**config.mk**
```make
export PLATFORM = sky130hd
export DESIGN_NAME = lnk_deframer
export DESIGN_NICKNAME = d
export VERILOG_FILES = /design/src/rtl/lnk_deframer_pkg.sv /design/src/rtl/lnk_beat_packer.sv /design/src/rtl/lnk_hdr_parser.sv /design/src/rtl/lnk_deframer.sv
export SDC_FILE = /design/constraint.sdc
export NUM_CORES = 1
export LEC_CHECK = 0
export ABC_CLOCK_PERIOD_IN_PS = 6400
export BUFFER_PORTS_ARGS = -buffer_cell sky130_fd_sc_hd__buf_2
export CAP_MARGIN = 20
export CORE_MARGIN = 10
export CORE_UTILIZATION = 55
export CTS_CLUSTER_DIAMETER = 60
export DETAILED_ROUTE_END_ITERATION = 7
export GPL_TIMING_DRIVEN = 0
export PLACE_DENSITY = 0.82
export SLEW_MARGIN = 40
export SYNTH_ARGS = -nofsm -noshare
export SYNTH_HDL_FRONTEND = slang
export SYNTH_HIERARCHICAL = 1
export SYNTH_SLANG_ARGS = --single-unit
```
**constraint.sdc**
```tcl
create_clock -name clk -period 6.4 [get_ports clk]
set_clock_uncertainty 0.1 [all_clocks]
set_input_delay 0.64 -clock clk [delete_from_list [all_inputs] [get_ports clk]]
set_output_delay 0.64 -clock clk [all_outputs]
set_load 0.005 [all_outputs]
```
**src/rtl/lnk_deframer_pkg.sv**
```systemverilog
package lnk_deframer_pkg;
  localparam int WORD_W     = 32;
  localparam int MAX_LANES  = 16;
  localparam int LANE_SEL_W = 2;
  localparam int TYPE_W     = 6;
  localparam int CNT_W      = 4;
  localparam int ADDR_W     = WORD_W + 8;
  localparam int GRAN_BIT   = 6;
  localparam int CNT_LSB    = 8;

  localparam logic [TYPE_W-1:0] T_NOP    = 6'h01;
  localparam logic [TYPE_W-1:0] T_READ   = 6'h10;
  localparam logic [TYPE_W-1:0] T_WRITE  = 6'h18;
  localparam logic [TYPE_W-1:0] T_RDRESP = 6'h30;

  typedef enum logic [1:0] {K_CMD = 2'd0, K_MASK = 2'd1, K_DATA = 2'd2} item_kind_e;

  typedef enum logic [2:0] {ST_CMD, ST_ADDR, ST_MASK, ST_DATA, ST_SYNC} prs_state_e;

  typedef struct packed {
    logic two_dw;
    logic has_data;
    logic is_write;
  } cmd_info_t;

  typedef struct packed {
    item_kind_e          kind;
    logic [TYPE_W-1:0]   ctype;
    logic [ADDR_W-1:0]   addr;
    logic [CNT_W-1:0]    cnt;
    logic                bytes;
    logic                last;
    logic [WORD_W-1:0]   word;
  } item_t;

  function automatic cmd_info_t decode_cmd(input logic [TYPE_W-1:0] t);
    cmd_info_t i;
    case (t)
      T_READ:   i = '{two_dw: 1'b1, has_data: 1'b0, is_write: 1'b0};
      T_WRITE:  i = '{two_dw: 1'b1, has_data: 1'b1, is_write: 1'b1};
      T_RDRESP: i = '{two_dw: 1'b0, has_data: 1'b1, is_write: 1'b0};
      default:  i = '{two_dw: 1'b0, has_data: 1'b0, is_write: 1'b0};
    endcase
    return i;
  endfunction
endpackage

```
**src/rtl/lnk_beat_packer.sv**
```systemverilog
module lnk_beat_packer
  import lnk_deframer_pkg::*;
#(
  parameter int W_WORD  = WORD_W,
  parameter int W_LANES = MAX_LANES
) (
  input  logic                  clk,
  input  logic                  rst_n,
  input  logic [LANE_SEL_W-1:0] lane_sel,
  input  logic                  beat_valid,
  input  logic                  beat_ctl,
  input  logic [W_LANES-1:0]    beat_bits,
  output logic                  beat_ready,
  output logic                  w_valid,
  output logic                  w_ctl,
  output logic                  w_err,
  output logic [W_WORD-1:0]     w_data,
  input  logic                  w_take
);
  localparam int BCNT_W = $clog2(W_WORD / 2);
  localparam int SH_W   = $clog2(W_WORD);

  logic [BCNT_W-1:0] bcnt;
  logic [BCNT_W-1:0] last_idx;
  logic [2:0]        lane_log;
  logic [SH_W-1:0]   shamt;
  logic [W_LANES-1:0] lane_mask;
  logic [W_WORD-1:0] acc, ext;
  logic              ctl0, mism, fire;

  always_comb begin
    lane_log   = 3'(lane_sel) + 3'd1;
    last_idx   = BCNT_W'((W_WORD >> lane_log) - 1);
    shamt      = SH_W'(32'(bcnt) << lane_log);
    lane_mask  = W_LANES'((32'd1 << (32'd1 << lane_log)) - 32'd1);
    ext        = W_WORD'(beat_bits & lane_mask) << shamt;
    beat_ready = !w_valid || w_take;
    fire       = beat_valid && beat_ready;
  end

  always_ff @(posedge clk) begin
    if (!rst_n) begin
      bcnt    <= '0;
      acc     <= '0;
      ctl0    <= 1'b0;
      mism    <= 1'b0;
      w_valid <= 1'b0;
      w_ctl   <= 1'b0;
      w_err   <= 1'b0;
      w_data  <= '0;
    end else begin
      if (w_take) w_valid <= 1'b0;
      if (fire) begin
        if (bcnt == '0) begin
          acc  <= ext;
          ctl0 <= beat_ctl;
          mism <= 1'b0;
          bcnt <= bcnt + 1'b1;
        end else if (bcnt == last_idx) begin
          w_data  <= acc | ext;
          w_ctl   <= ctl0;
          w_err   <= mism || (beat_ctl != ctl0);
          w_valid <= 1'b1;
          bcnt    <= '0;
        end else begin
          acc  <= acc | ext;
          mism <= mism || (beat_ctl != ctl0);
          bcnt <= bcnt + 1'b1;
        end
      end
    end
  end
endmodule

```
**src/rtl/lnk_hdr_parser.sv**
```systemverilog
module lnk_hdr_parser
  import lnk_deframer_pkg::*;
(
  input  logic              clk,
  input  logic              rst_n,
  input  logic              w_valid,
  input  logic              w_ctl,
  input  logic              w_err,
  input  logic [WORD_W-1:0] w_data,
  output logic              w_take,
  output logic              o_valid,
  input  logic              o_ready,
  output item_t             o_item,
  output logic              err
);
  prs_state_e        st, ns;
  logic [WORD_W-1:0] hdr0, hd;
  logic [CNT_W-1:0]  rem, rem_n;
  cmd_info_t         hinfo;
  item_t             it, fin;
  logic              em, er, ld;
  prs_state_e        fin_st;

  assign w_take = w_valid && (!o_valid || o_ready);

  // Header completion for either a single doubleword or a stored first half.
  always_comb begin
    hd    = (st == ST_ADDR) ? hdr0 : w_data;
    hinfo = decode_cmd(hd[TYPE_W-1:0]);
    fin.kind  = K_CMD;
    fin.ctype = hd[TYPE_W-1:0];
    fin.addr  = hinfo.two_dw ? ADDR_W'({w_data, hd[WORD_W-1 -: 8]}) : '0;
    fin.cnt   = hd[CNT_LSB +: CNT_W];
    fin.bytes = hd[GRAN_BIT];
    fin.last  = !hinfo.has_data;
    fin.word  = hd;
    if (!hinfo.has_data)                    fin_st = ST_CMD;
    else if (hinfo.is_write && hd[GRAN_BIT]) fin_st = ST_MASK;
    else                                    fin_st = ST_DATA;
  end

  always_comb begin
    em    = 1'b0;
    er    = 1'b0;
    ld    = 1'b0;
    ns    = st;
    rem_n = rem;
    it    = '0;
    if (w_err) begin
      er = 1'b1;
      ns = ST_SYNC;
    end else if (w_ctl) begin
      if (st == ST_MASK || st == ST_DATA) er = 1'b1;
      if (st == ST_ADDR || !hinfo.two_dw) begin
        em    = 1'b1;
        it    = fin;
        ns    = fin_st;
        rem_n = fin.cnt;
      end else begin
        ld = 1'b1;
        ns = ST_ADDR;
      end
    end else begin
      case (st)
        ST_MASK: begin
          em      = 1'b1;
          it.kind = K_MASK;
          it.word = w_data;
          ns      = ST_DATA;
        end
        ST_DATA: begin
          em      = 1'b1;
          it.kind = K_DATA;
          it.word = w_data;
          it.last = (rem == '0);
          rem_n   = rem - 1'b1;
          ns      = (rem == '0) ? ST_CMD : ST_DATA;
        end
        ST_SYNC: ns = ST_SYNC;
        default: begin
          er = 1'b1;
          ns = ST_SYNC;
        end
      endcase
    end
  end

  always_ff @(posedge clk) begin
    if (!rst_n) begin
      st      <= ST_CMD;
      hdr0    <= '0;
      rem     <= '0;
      o_valid <= 1'b0;
      o_item  <= '0;
      err     <= 1'b0;
    end else begin
      err <= 1'b0;
      if (o_valid && o_ready) o_valid <= 1'b0;
      if (w_take) begin
        st  <= ns;
        rem <= rem_n;
        err <= er;
        if (ld) hdr0 <= w_data;
        if (em) begin
          o_valid <= 1'b1;
          o_item  <= it;
        end
      end
    end
  end
endmodule

```
**src/rtl/lnk_deframer.sv**
```systemverilog
module lnk_deframer
  import lnk_deframer_pkg::*;
#(
  parameter int P_WORD_W  = WORD_W,
  parameter int P_LANES   = MAX_LANES
) (
  input  logic                  clk,
  input  logic                  rst_n,
  input  logic [LANE_SEL_W-1:0] lane_sel,
  input  logic                  in_valid,
  input  logic                  in_ctl,
  input  logic [P_LANES-1:0]    in_lanes,
  output logic                  in_ready,
  output logic                  out_valid,
  input  logic                  out_ready,
  output logic [1:0]            out_kind,
  output logic [TYPE_W-1:0]     out_type,
  output logic [ADDR_W-1:0]     out_addr,
  output logic [CNT_W-1:0]      out_count,
  output logic                  out_bytes,
  output logic                  out_last,
  output logic [P_WORD_W-1:0]   out_word,
  output logic                  link_err
);
  logic              w_valid, w_ctl, w_err, w_take;
  logic [WORD_W-1:0] w_data;
  item_t             item;

  lnk_beat_packer #(.W_WORD(WORD_W), .W_LANES(P_LANES)) u_pack (
    .clk(clk), .rst_n(rst_n), .lane_sel(lane_sel),
    .beat_valid(in_valid), .beat_ctl(in_ctl), .beat_bits(in_lanes),
    .beat_ready(in_ready),
    .w_valid(w_valid), .w_ctl(w_ctl), .w_err(w_err), .w_data(w_data),
    .w_take(w_take)
  );

  lnk_hdr_parser u_parse (
    .clk(clk), .rst_n(rst_n),
    .w_valid(w_valid), .w_ctl(w_ctl), .w_err(w_err), .w_data(w_data),
    .w_take(w_take),
    .o_valid(out_valid), .o_ready(out_ready), .o_item(item),
    .err(link_err)
  );

  assign out_kind  = item.kind;
  assign out_type  = item.ctype;
  assign out_addr  = item.addr;
  assign out_count = item.cnt;
  assign out_bytes = item.bytes;
  assign out_last  = item.last;
  assign out_word  = P_WORD_W'(item.word);
endmodule

```
After elaboration in Yosys (flattened, before gate mapping)
Index checks and enable logic that the tools add are counted.
{"block": "classes", "addsub": 5, "mul": 0, "n_div": 0, "order_cmp": 0, "eq_ne": 11, "shift": 5, "n_mux": 45, "bitwise": 4, "reduce_logical": 25}
{"op": "two-way mux 32 bit", "count": 4}
{"op": "two-way mux 86 bit", "count": 1}
{"op": "two-way mux 84 bit", "count": 1}
{"op": "two-way mux 51 bit", "count": 1}
{"op": "two-way mux 40 bit", "count": 1}
{"op": "two-way mux 33 bit", "count": 1}
{"op": "OR 32 bit", "count": 1}
{"op": "<< shifter 1 x 3 -> 32 bit (first input constant)", "count": 1}
{"op": "<< shifter 1 x 32 -> 16 bit (first input constant)", "count": 1}
{"op": "<< shifter 32 x 5 -> 32 bit", "count": 1}
{"op": "two-way mux 1 bit", "count": 22}
{"op": "two-way mux 4 bit", "count": 5}
{"op": "bitwise AND 16 bit", "count": 1}
{"op": "subtractor 16 x 1 -> 16 bit (second input constant)", "count": 1}
{"op": "equality test 6 x 5 -> 1 bit (second input constant)", "count": 2}
{"op": "two-way mux 3 bit", "count": 4}
{"op": "AND reduction 2 bit", "count": 5}
{"op": "one-hot mux 3 bit (3 select lines)", "count": 1}
{"op": "logical NOT 4 bit", "count": 2}
{"op": "equality test 3 x 2 -> 1 bit (second input constant)", "count": 2}
{"op": "equality test 6 bit (second input constant)", "count": 1}
{"op": "one-hot mux 3 bit (2 select lines)", "count": 1}
{"op": ">> shifter 6 x 3 -> 4 bit (first input constant)", "count": 1}
{"op": "logical OR 1 bit", "count": 5}
{"op": "other kinds (20)", "count": 29}
{"block": "word_totals", "register_bits": 200, "latchBits": 0, "ram_bits": 0, "rom_bits": 0, "inputBits": 23, "output_inout_bits": 89, "wordCells": 115, "n_memories": 0}

Longest topological paths before layout
{"block": "logic_depth", "depth_word": 11, "ltp_mapped": 13, "ltp_nobuf": 11}

Cells and area by module
The synthesis kept the hierarchy.
{"module": "lnk_hdr_parser", "n_inst": 1, "cells_per_inst": 591, "area_per_inst_um2": 5223.8, "seq_area_each_um2": 2542.4}
{"module": "lnk_beat_packer", "n_inst": 1, "cells_per_inst": 537, "area_per_inst_um2": 4554.4, "seq_area_each_um2": 1461.4}

Least setup slack after synthesis
No wires, ideal clock.
{"block": "synth_timing", "path_kind": "input -> register", "startpoint": "input lane_sel[0]", "endpoint": "register u_pack.w_data[14]", "setup_time_ns": 0.122, "t_arrival_ns": 2.844, "t_required_ns": 6.178, "path_slack_ns": 3.334, "cell_stages": 12, "n_path_buf": 2, "path_cell_list": "buf_6 > inv_1 > ha_1 > clkbuf_1 > nor2_1 > nand3_1 > ha_1 > nor2b_1 > a221o_1 > a22oi_2 > mux2i_1 > o311a_1"}
{"block": "synth_between", "elab_chain_len": 7, "elab_cells_between_ends": 12, "cone_classes": "add/sub (3); eq/ne (1); shift (5); bitwise (2); reduce/logical (1)"}
{"element": "from (decl)", "line_no": "lnk_deframer.sv:9", "text": "input logic [LANE_SEL_W-1:0] lane_sel,"}
{"element": "adder 2 x 1 -> 3 bit (*)", "line_no": "lnk_beat_packer.sv:32", "text": "lane_log = 3'(lane_sel) + 3'd1;"}
{"element": "<< shifter 1 x 3 -> 32 bit", "line_no": "lnk_beat_packer.sv:35", "text": "lane_mask = W_LANES'((32'd1 << (32'd1 << lane_log)) - 32'd1);"}
{"element": "<< shifter 1 x 32 -> 16 bit", "line_no": "lnk_beat_packer.sv:35"}
{"element": "subtractor 16 x 1 -> 16 bit", "line_no": "lnk_beat_packer.sv:35"}
{"element": "bitwise AND 16 bit", "line_no": "lnk_beat_packer.sv:36", "text": "ext = W_WORD'(beat_bits & lane_mask) << shamt;"}
{"element": "<< shifter 32 x 5 -> 32 bit", "line_no": "lnk_beat_packer.sv:36"}
{"element": "OR 32 bit", "line_no": "lnk_beat_packer.sv:60", "text": "w_data <= acc | ext;"}
{"element": "to (signal assigned)", "line_no": "lnk_beat_packer.sv:60"}
{"element": "to (decl)", "line_no": "lnk_beat_packer.sv:17", "text": "output logic [W_WORD-1:0] w_data,"}
Every way passes the cells marked *; elsewhere a longest branch is shown, timed or not.
A chain may end at the register's enable or synchronous reset.

Worst setup path after layout
{"block": "layout_timing", "startpoint": "input lane_sel[0]", "endpoint": "register u_pack.w_data[27]"}
The elaborated chain is that of the path after synthesis.

==> flow_summary_export.csv <==
group,metric,value,unit
layout,antenna_cells,0,
clock_tree,cts_resized,0,
power,power,2.66,mW
clock_tree,cts_buffers,17,
clock_tree,cts_sinks,200,
synth,ys_seq_area_share,40.9,%
setup_path,crit_type,"input port to register",
synth,ys_ff_latch,200,
drt,wirelength,33.3,mm
floorplanning,fp.dieW,153,um
clock_tree,htreeDepth,4,
synth,yosysMostFrequentCell,"dfxtp_1",
power,vdd_drop_max,223,uV
power,power.leakage,4.45,nW
setup_path,crit_top_cell,"ha_1",
timing,setup-violations-final,0,
clock_tree,clk_latency,0.45,ns
timing,clock.fmax,265,MHz
drt,drc,0,
synth,yosysWarnings,6,
layout,drive_above_1_share,18.3,%
clock_tree,cts_hold_buf,0,
global_routing,globalRouteOverflowTotal,0,
synth,avgSynthCellArea,8.67,um^2
global_routing,grt_max_degree,21,
global_routing,grtUsageTotal,26.8,%
drt,avgViaCountPerCell,6.60,
clock_tree,cts.path.max_buffers,2,
floorplanning,start_util,56.3,%
worst_hold_path,hp-class,"register to register",
place,dpl.hpwl,25.1,mm
timing,finalHoldViolCount,0,
outcome,status,"finished clean",
drt,firstDrtPassIters,5,
synth,netlist_area,9780,um^2
drt,drtAntennaViolNets,0,
synth,yosys.area_share.adder,1.41,%
synth,syn_inst,1128,
synth,synth_common_cells,"200 x dfxtp_1, 170 x nand2_1, 90 x nor2_1",
flow_run,maxCapViolations,0,
setup_path,slowest_delay,0.65,ns
clock_tree,post_cts_buffers,0,
synth,synth_largest_area_cell,"dfxtp_1",
power,power.density,236,nW/um^2
floorplanning,io_pins,112,
global_routing,grt_pass1_wl,52.2,mm
place,io_buffers,111,
timing,worst_slew_pin_slew,0.761,ns
synth,synth_top_family_by_area,"compound AO/OA/AOI/OAI gates",
clock_tree,cts.clk_slew.worst_paths,0.08,ns
setup_path,end_kind,"register",
synth,synth-edff-count,0,
synth,synth_compound_gate_area_share,30.4,%
timing,relSlewSlack,48.9,%
timing,fin_crit_sh,58.9,%
setup_path,worst-path-max-fanout,10,
timing,maxSlewViolCount,0,
layout,syn_to_final_growth,14.9,%
synth,yosys.area_share.xor_xnor,0.537,%
synth,synthArstFlopShare,0,%
floorplanning,fp.coreArea,17400,um^2
place,gp_congestion,1.04,
synth,synth_top_area_share,40.9,%
synth,synth_flop_cell,"dfxtp_1",
setup_path,slowest_stage,"a22oi_1",
timing,tns,0,ns
global_routing,grt_antenna_before_repair,0,
setup_path,path_cells,"buf_2 > buf_6 > inv_1 > ha_1 > clkbuf_1 > nor2_1 > nand3_1 > ha_1 > nor2b_1 > a31oi_1 > a22oi_1 > mux2i_1 > o31ai_2 > o221a_1",
floorplanning,dieHeight,153,um
synth,yosys-top-cells-area,"dfxtp_1 41%, nand2_1 6.5%, a32o_1 4.3%, a21oi_1 3.8%, o21ai_0 3.6%",
timing,rsz0062_at_grt,"false",
synth,synth_mux_area_share,2.50,%
synth,ys_types,99,
global_routing,grt_pass1_vias,9596,
floorplanning,die_area,23500,um^2
layout,layout.nets,1292,
clock_tree,cts_tree,"done",
synth,synth_simple_gate_area_share,18.4,%
synth,synth_fp_nets,1162,
drt,vias,9880,
setup_path,cp-start-kind,"input port",
drt,avgRoutedWirePerCell,22.2,um
floorplanning,rows,48,
setup_path,crit_required,6.69,ns
setup_path,crit_arrival,4.06,ns
clock_tree,root_buffer,"clkbuf_16",
drt,drt_iter0_drc,1086,
timing,period_minus_slack,3.77,ns
==> path summary, 6_finish.rpt <==
kind | depth (start not counted) | start | slack [ns] | end
worst min-delay path | 2 | u_parse/o_item[35] | 0.35 | u_parse/o_item[35]
worst max-delay path | 14 | lane_sel[0] | 2.63 | u_pack/w_data[27]
worst max register to register | 10 | u_parse/o_valid | 3.34 | u_pack/w_data[17]
worst min register to register | 2 | u_parse/o_item[35] | 0.35 | u_parse/o_item[35]
==> report_power, final <==
part	total, mW	internal (mW)	leakage (nW)	switching [mW]
Clock	1.13	0.602	0.307	0.527
Combinational	0.257	0.0772	2.53	0.179
Sequential	1.27	1.26	1.61	0.0122
Total	2.66	1.94	4.45	0.719
==> flip-flops by register name, indices dropped and copies added, names as in the netlist, 3 cells and up <==
register        flops
u_pack/acc         32
u_pack/bcnt         4
u_pack/w_data      32
u_parse/hdr0       32
u_parse/o_item     86
u_parse/rem         4
u_parse/st          3
==> cell usage in the layout (no fill, tap or decap), drive strengths merged, types with 11 or more instances in the layout <==
cell / instances
and3: 13
nand2: 173
a32oi: 12
nor2: 91
mux2i: 20
a32o: 42
clkbuf: 55
a31oi: 13
a21oi: 75
a22o: 15
inv: 28
o21a: 18
dfxtp: 200
o221a: 12
o21ai: 86
ha: 11
a221oi: 16
nand2b: 13
nand3: 25
buf: 163
nor3: 28
==> cell families (layout without fill, tap and decap cells) <==
logic type                 count (synthesis)  count (layout)
other                                      1               1
DFF                                      200             200
xor gates and xnor gates                   6               6
adders and majority gates                 11              11
buffers and inverters                    107             250
muxes                                     21              21
and+or+nand+nor                          388             388
AOI/OAI and AO/OA                        394             394
==> worst max-delay path: cells and delay by family <==
family,cells,cell delay (ns)
buf+inv,4,0.78
fa+ha+maj,2,0.42
simple gates,3,0.45
mux,1,0.26
compound gates,4,1.50
==> layout make-up <==
type	count	area (um^2)
Inverter	17	63.8
Sequential cell	200	4000
Tap cell	225	282
Clock buffer	17	425
Buffer	90	493
Clock inverter	15	194
Multi-Input combinational cell	821	5220
Fill cell	1479	6120
Timing Repair Buffer	111	556
==> stage by stage <==
step / hold WS (ns) / util, % / setup WS, ns / instances / instance area [um^2]
floorplan: 0.326 / - / 3.33 / 1128 / 9780
global placement: 0.335 / 61.2 / 2.30 / 1464 / 10600
detailed placement: 0.342 / 61.2 / 2.30 / 1464 / 10600
CTS: 0.351 / 64.8 / 2.68 / 1496 / 11200
global route: 0.366 / 64.8 / 2.48 / 1496 / 11200
finish: 0.353 / 64.8 / 2.63 / 1496 / 11200
==> per-layer routing <==
layer	vias up	global-route usage (%)	routed length (um)
met4	0	12.6	1270
met2	570	45.4	15800
li1	4459	-	-
met3	120	6.23	2960
met5	-	0	0
met1	4731	31.4	13200
No activity file was read; power rests on OpenSTA's default activity.
